## src/rtl/gpio_bitmon.sv

```systemverilog
module gpio_bitmon #(
  parameter int          NPIN    = 5,
  parameter int          IADDR_W = 16,
  parameter int          DATA_W  = 32,
  parameter int          RADDR_W = 4,
  parameter logic [7:0]  VER_NUM = 8'h01,
  parameter logic [7:0]  VER_ID  = 8'hF9
) (
  input  logic               clk,
  input  logic               rst_n,
  input  logic [RADDR_W-1:0] bus_addr,
  input  logic               bus_wr,
  input  logic [31:0]        bus_wdata,
  output logic [31:0]        bus_rdata,
  output logic               poll_req,
  output logic [IADDR_W-1:0] poll_addr,
  input  logic               poll_rvalid,
  input  logic [DATA_W-1:0]  poll_rdata,
  input  logic [NPIN-1:0]    pin_in,
  output logic [NPIN-1:0]    pin_out,
  output logic [NPIN-1:0]    pin_oe,
  output logic               cfg_err
);
  localparam int BIDX_W = $clog2(DATA_W);
  localparam int PTR_W  = (NPIN > 1) ? $clog2(NPIN) : 1;
  localparam int DIR_LO = 0;
  localparam int LVL_LO = 8;
  localparam int MON_LO = 16;
  localparam int ERR_B  = 31;
  localparam int BIT_LO = 24;
  localparam logic [RADDR_W-1:0] A_CTRL = '0;
  localparam logic [RADDR_W-1:0] A_VER  = '1;

  logic [NPIN-1:0]    dir_q, lvl_q, mon_q, sync1_q, sync2_q, mval_q;
  logic [IADDR_W-1:0] ent_addr [NPIN];
  logic [BIDX_W-1:0]  ent_bit  [NPIN];
  logic [PTR_W-1:0]   ptr_q;
  logic               err_q;

  wire mon_mode = &mon_q;
  wire ctrl_wr  = bus_wr && (bus_addr == A_CTRL);
  wire [NPIN-1:0] wmon = bus_wdata[MON_LO +: NPIN];
  wire [NPIN-1:0] lvl_eff = mon_mode ? mval_q : ((dir_q & lvl_q) | (~dir_q & sync2_q));

  assign pin_oe    = dir_q;
  assign pin_out   = mon_mode ? mval_q : lvl_q;
  assign poll_req  = mon_mode;
  assign poll_addr = ent_addr[ptr_q];
  assign cfg_err   = err_q;

  always_ff @(posedge clk or negedge rst_n) begin
    if (!rst_n) begin
      dir_q <= '0;
      lvl_q <= '0;
      mon_q <= '0;
      err_q <= 1'b0;
    end else if (ctrl_wr) begin
      dir_q <= bus_wdata[DIR_LO +: NPIN];
      lvl_q <= bus_wdata[LVL_LO +: NPIN];
      mon_q <= wmon;
      err_q <= (wmon != '0) && (wmon != '1);
    end
  end

  always_ff @(posedge clk or negedge rst_n) begin
    if (!rst_n) begin
      sync1_q <= '0;
      sync2_q <= '0;
    end else begin
      sync1_q <= pin_in;
      sync2_q <= sync1_q;
    end
  end

  for (genvar g = 0; g < NPIN; g++) begin : g_ent
    wire sel = bus_wr && (bus_addr == RADDR_W'(g + 1));
    always_ff @(posedge clk or negedge rst_n) begin
      if (!rst_n) begin
        ent_addr[g] <= '0;
        ent_bit[g]  <= '0;
      end else if (sel) begin
        ent_addr[g] <= bus_wdata[IADDR_W-1:0];
        ent_bit[g]  <= bus_wdata[BIT_LO +: BIDX_W];
      end
    end
  end

  always_ff @(posedge clk or negedge rst_n) begin
    if (!rst_n) begin
      ptr_q  <= '0;
      mval_q <= '0;
    end else if (!mon_mode) begin
      ptr_q  <= '0;
      mval_q <= '0;
    end else if (poll_rvalid) begin
      mval_q[ptr_q] <= poll_rdata[ent_bit[ptr_q]];
      ptr_q <= (ptr_q == PTR_W'(NPIN - 1)) ? '0 : ptr_q + 1'b1;
    end
  end

  always_comb begin
    bus_rdata = '0;
    if (bus_addr == A_CTRL) begin
      bus_rdata[DIR_LO +: NPIN] = dir_q;
      bus_rdata[LVL_LO +: NPIN] = lvl_eff;
      bus_rdata[MON_LO +: NPIN] = mon_q;
      bus_rdata[ERR_B]          = err_q;
    end else if (bus_addr == A_VER) begin
      bus_rdata[15:0] = {VER_ID, VER_NUM};
    end else begin
      for (int i = 0; i < NPIN; i++) begin
        if (bus_addr == RADDR_W'(i + 1)) begin
          bus_rdata[IADDR_W-1:0]      = ent_addr[i];
          bus_rdata[BIT_LO +: BIDX_W] = ent_bit[i];
        end
      end
    end
  end
endmodule

```

## config.mk

```make
export PLATFORM = sky130hd
export DESIGN_NAME = gpio_bitmon
export DESIGN_NICKNAME = d
export VERILOG_FILES = /design/src/rtl/gpio_bitmon.sv
export SDC_FILE = /design/constraint.sdc
export NUM_CORES = 1
export LEC_CHECK = 0
export BUFFER_PORTS_ARGS = -buffer_cell sky130_fd_sc_hd__buf_2
export CORE_MARGIN = 2
export CORE_UTILIZATION = 40
export CTS_BUF_LIST = sky130_fd_sc_hd__clkbuf_4
export DETAILED_ROUTE_END_ITERATION = 12
export PLACE_DENSITY = 0.6
export SETUP_SLACK_MARGIN = 0.3
export SYNTH_ARGS = -nofsm -noshare
export SYNTH_HDL_FRONTEND = slang
export SYNTH_SLANG_ARGS = --single-unit
```

## constraint.sdc

```tcl
create_clock -name clk -period 6.2 [get_ports clk]
set_clock_uncertainty 0.2 [all_clocks]
set_input_delay 0.31 -clock clk [delete_from_list [all_inputs] [get_ports clk]]
set_output_delay 0.31 -clock clk [all_outputs]
set_load 0.03 [all_outputs]
```

Word-level counts from Yosys, hierarchy flattened:

Index checks and enable logic that the tools add are counted.
Widths: inputs -> output; s select.

* $add $sub $neg: 1
* $lt $le $gt $ge: 4
* equal/unequal tests: 9
* multiplexer cells: 37
* bitwise operators: 5
* reduce and logical (&&, ||, !) cells: 11

Operators with widths (number)
* $mux 16: 8
* $mux 5: 16
* $bmux 16 s3: 1
* $bmux 5 s3: 1
* $mux 3: 5
* $and 5x5->5: 2
* $eq 4x2->1 const B: 2
* $eq 4x3->1 const B: 2
* $logic_and 1x1->1: 8
* $lt 5x6->1 const B: 1
* $bmux 1 s5: 1
* $bwmux 5: 1
* $ne 5x5->1 const B: 1
* $not 5->5: 1
* $or 5x5->5: 1
* $reduce_and 5->1: 1
* $reduce_bool 5->1: 1
* $eq 4x1->1 const B: 1
* $eq 4x4->1 const B: 1
* $ge 4x4->1 const B: 1
* $logic_not 4->1: 1
* $lt 3x4->1 const B: 1
* $not 3->4: 1
* $add 3x1->3 const B: 1
* other kinds (5): 7

* bits in registers: 139
* input port bits: 77
* output and inout bits: 60
* word-level logic and storage cells: 85

Longest topological paths before layout:

* word-level depth: 9
* depth in mapped cells: 10
* gate-level depth less buffers: 7

Worst setup path before layout:

OpenSTA, ideal clock, no wires.

* kind: input port to output port
* from: input port bus_addr[0]
* to: output port bus_rdata[13]
* data arrival time: 2094 ps
* required time: 5690 ps
* setup slack: 3596 ps
* cell stages on the path: 5
* path buffers: 2
* cell sequence: clkbuf_1 > nor4b_1 > clkbuf_1 > a211oi_1 > o21ai_0

* longest elaborated chain between the ends: 8
* elaborated cells between the ends (all ways): 14
* those cells by class: eq/ne: 6; mux: 7; reduce/logical: 1

Ends and longest elaborated chain
* start, declared: RTL line 11 `input logic [RADDR_W-1:0] bus_addr,`
* $eq 4x1->1: RTL line 112 `if (bus_addr == RADDR_W'(i + 1)) begin`
* $mux 16 (5 in series): RTL line 112
* $mux 16: RTL line 108 `end else if (bus_addr == A_VER) begin`
* $mux 3 *: RTL line 103 `if (bus_addr == A_CTRL) begin`
* end, declared: RTL line 14 `output logic [31:0] bus_rdata,`

Mark *: on every way between the ends. The rest lies on a longest branch, timed or not.

Worst setup path after layout:

* from: register ptr_q[1]
* to: register mval_q[3]

* longest elaborated chain between the ends: 9
* elaborated cells between the ends (all ways): 14
* those cells by class: order compare: 2; mux: 10; bitwise: 1; reduce/logical: 1

Ends and longest elaborated chain
* start, declared: RTL line 37 `logic [PTR_W-1:0] ptr_q;`
* start signal, assigned: RTL line 97 `ptr_q <= (ptr_q == PTR_W'(NPIN - 1)) ? '0 : ptr_q + 1'b1;`
* $not 3->4 (implied by the code): RTL line 96 `mval_q[ptr_q] <= poll_rdata[ent_bit[ptr_q]];`
* $bmux 5 s3: RTL line 96
* $mux 5 (implied by the code) (2 in series): RTL line 96
* $bmux 1 s5: RTL line 96
* $mux 1 (implied by the code): RTL line 96
* $bwmux 5 *: RTL line 96
* $mux 5 *: RTL line 95 `end else if (poll_rvalid) begin`
* $mux 5 *: RTL line 92 `end else if (!mon_mode) begin`
* end signal, assigned by index: RTL line 96
* end, declared: RTL line 34 `logic [NPIN-1:0] dir_q, lvl_q, mon_q, sync1_q, sync2_q, mval_q;`

Mark *: on every way between the ends. The rest lies on a longest branch, timed or not. The select of a mux whose other input is x is not followed.
A chain may end at the register's enable or synchronous reset.

==> run_results.csv <==
group,metric,value,unit
power_and_ir_drop,p_total,2.66,mW
clocking,ctsRootBufferMaster,"clkbuf_4",
synth,synth_enable_flop_cells,0,
sta,finalCritPeriodShare,61.9,%
synth,syn_area,7390,sq um
synth,synth.distinct_cells,57,
sta,final-setup-viol-count,0,
detailed_routing,dr.pass1.iters,8,
detailed_routing,vias_per_cell,5.77,
sta,rsz0062_at_grt,"no",
clocking,clock_path_buffers,2,
floorplan,die_w,140,um
sta,drv_slew,0,
floorplan,start_util,41.0,%
clocking,cts_resized,0,
worst_setup_path,end_kind,"flop",
floorplan,io_pins,137,
detailed_routing,vias,6189,
floorplan,rows,49,
worst_setup_path,criticalPathCategory,"flop to flop",
detailed_routing,post_drt_wl_per_cell,21.0,um
run_status,status,"complete, no violations",
synth,synthFlopType,"dfrtp_1",
clocking,cts_tree,"yes",
worst_setup_path,cpPeakStageDelay,0.77,ns
synth,synthArstFlopShare,100,%
sta,max_freq,0.260,GHz
worst_setup_path,reg2reg_slack,2.36,ns
detailed_routing,postRouteAntennaNets,0,
grt,track_usage,23.3,%
power_and_ir_drop,power.leakage,4.07,nW
sta,setup_slack,2.36,ns
sta,timing.final.crit_period,3.84,ns
synth,yosysWarnings,0,
clocking,cts_made_buffers,17,
layout,layout-drive-gt1-share,37.4,%
placed_design,gp_congestion,0.910,
min_path,hp-class,"input pin to asynchronous set/reset pin",
worst_setup_path,critPathTopFamily,"simple AND/OR/NAND/NOR gates",
detailed_routing,drcViolationCount,0,
floorplan,dieArea,19600,sq um
sta,slew-limit-headroom,20.1,%
detailed_routing,routed_wl,22500,um
worst_setup_path,crit_fanout,14,
placed_design,pre_cts_slack,2.42,ns
run,maxCapViolations,0,
placed_design,portBuffers,125,
clocking,path_clk_slew,0.12,ns
floorplan,core_area,18000,sq um
layout,fin_area,8930,sq um
worst_setup_path,r2r_start,"ptr_q[1]$_DFFE_PN0P_",
layout,areaGrowthSynthToFinish,20.7,%
worst_setup_path,critPathBufInv,1,
worst_setup_path,critPathSlowestCell,"nor2_2",
sta,fin_hold_ws,0.144,ns
synth,synth_cells,682,
worst_setup_path,setup.worst_path.start,"ptr_q[1]$_DFFE_PN0P_",
worst_setup_path,worstPathArrival,4.12,ns
clocking,cts_sinks,139,
grt,gr-total-overflow,0,
power_and_ir_drop,vdd_ir_drop_max,0.210,mV
clocking,cts_max_level,4,
worst_setup_path,required,6.48,ns
synth,ys_ff_latch,139,
grt,grt_pass1_wl,35000,um
clocking,clk-insertion-delay-late,0.56,ns
sta,setup_tns,0,ns
sta,tightest_slew,1.20,ns
grt,grt_max_degree,75,
placed_design,dp_hpwl,14400,um
worst_setup_path,path_cells,"buf_4 > nor2_2 > a32o_2 > or2_1 > mux4_2 > o21bai_1 > or4_4 > a31oi_2",
synth,synth_area_per_cell,10.8,sq um
grt,grt_pass1_vias,6279,
placed_design,placed_cell_area,8230,sq um
detailed_routing,drt_iter0_markers,421,
synth,ys_seq_area_share,47.0,%
worst_setup_path,cp-start-kind,"flop",
layout,layout.nets,909,
power_and_ir_drop,cellPowerDensity,297,nW/um^2
grt,antenna_found_initial,1,
sta,final_hold_viol_count,0,
floorplan,die_h,140,um
==> logic make-up after synthesis <==
logic type,share of synthesized area (%)
and+or+nand+nor,10.3
other,0.0507
buffers and inverters,3.59
AOI/OAI and AO/OA,14.5
muxes,24.2
adders and majority gates,0.338
DFF,47.0
==> placed cells by master (no fill, tap or decap), types with 8 or more instances in the layout <==
| master | n |
|---|---|
| buf_2 | 124 |
| mux2i_1 | 23 |
| nor2_1 | 32 |
| mux2_2 | 128 |
| a22oi_1 | 14 |
| a21oi_1 | 27 |
| dlygate4sd3_1 | 34 |
| nand3_1 | 13 |
| o22ai_1 | 8 |
| buf_4 | 14 |
| nand2_1 | 75 |
| a221o_1 | 11 |
| o21ai_0 | 54 |
| clkbuf_4 | 18 |
| and2_1 | 8 |
| and3_1 | 8 |
| inv_1 | 12 |
| dfrtp_1 | 139 |
==> routing by layer <==
layer	up-vias	part of all wire [%]	track usage, %
met5	-	0	0
met4	0	1.9	7.74
met1	3090	43	30.6
li1	2806	-	-
met3	33	6.7	5.13
met2	260	49	38.4
==> power breakdown <==
group          internal (mW)  switching, mW  total [mW]
clock network          0.369          0.353       0.722
logic                  0.319          0.380       0.699
registers               1.09          0.141        1.23
==> Yosys cell counts (3+ instances only) <==
master | instances | area (sq um)
dfrtp_1 | 139 | 3480
mux2_2 | 128 | 1440
nand2_1 | 75 | 282
o21ai_0 | 54 | 270
clkbuf_1 | 32 | 120
nor2_1 | 32 | 120
a21oi_1 | 27 | 135
mux2i_1 | 23 | 230
a22oi_1 | 14 | 105
nand3_1 | 13 | 65.1
inv_1 | 12 | 45.0
a221o_1 | 11 | 110
and2_1 | 8 | 50.1
and3_1 | 8 | 50.1
o22ai_1 | 8 | 50.1
a211oi_1 | 6 | 45.0
o211ai_1 | 6 | 45.0
a2111oi_0 | 5 | 43.8
a31oi_1 | 5 | 31.3
buf_2 | 5 | 25.0
buf_4 | 5 | 37.5
a222oi_1 | 4 | 40.0
buf_1 | 4 | 15.0
mux4_2 | 4 | 90.1
nor3b_1 | 4 | 30.0
a32oi_1 | 3 | 26.3
nand2b_1 | 3 | 18.8
nor4_1 | 3 | 18.8
o21a_1 | 3 | 22.5
==> flip-flops by register name, indices dropped and copies added, names as in the netlist <==
| register | count |
|---|---|
| sync1_q | 5 |
| pin_oe | 5 |
| sync2_q | 5 |
| ent_bit | 25 |
| ptr_q | 3 |
| lvl_q | 5 |
| ent_addr | 80 |
| mval_q | 5 |
| cfg_err | 1 |
| mon_q | 5 |
==> cell type report <==
cell class / count / area [sq um]
fill: 1705 / 9100
multi-input combinational: 487 / 3680
clock buffer: 18 / 135
timing repair buffer: 173 / 1080
sequential: 139 / 3480
inverter: 12 / 45.0
tap: 229 / 287
clock inverter: 14 / 218
antenna: 1 / 2.50
==> per-stage QoR <==
step                cells  util (%)
CTS                  1072      49.5
detailed placement   1006      45.7
floorplan             686         -
finish               1073      49.5
global placement     1006      45.7
global route         1073      49.5
==> final timing paths <==
path,depth (start not counted),to
max,8,mval_q[3]$_DFFE_PN0P_
min,2,ent_addr[20]$_DFFE_PN0P_
max reg2reg,8,mval_q[3]$_DFFE_PN0P_
min reg2reg,0,sync2_q[0]$_DFF_PN0_
max in group asynchronous,3,ent_addr[12]$_DFFE_PN0P_
min in group clk,0,sync2_q[0]$_DFF_PN0_
==> timing repair <==
item	4_1_cts	5_1_grt
buffers inserted	0	0
hold endpoints to repair	202	0
hold buffers	34	0
(Power assumes the default switching activity.)
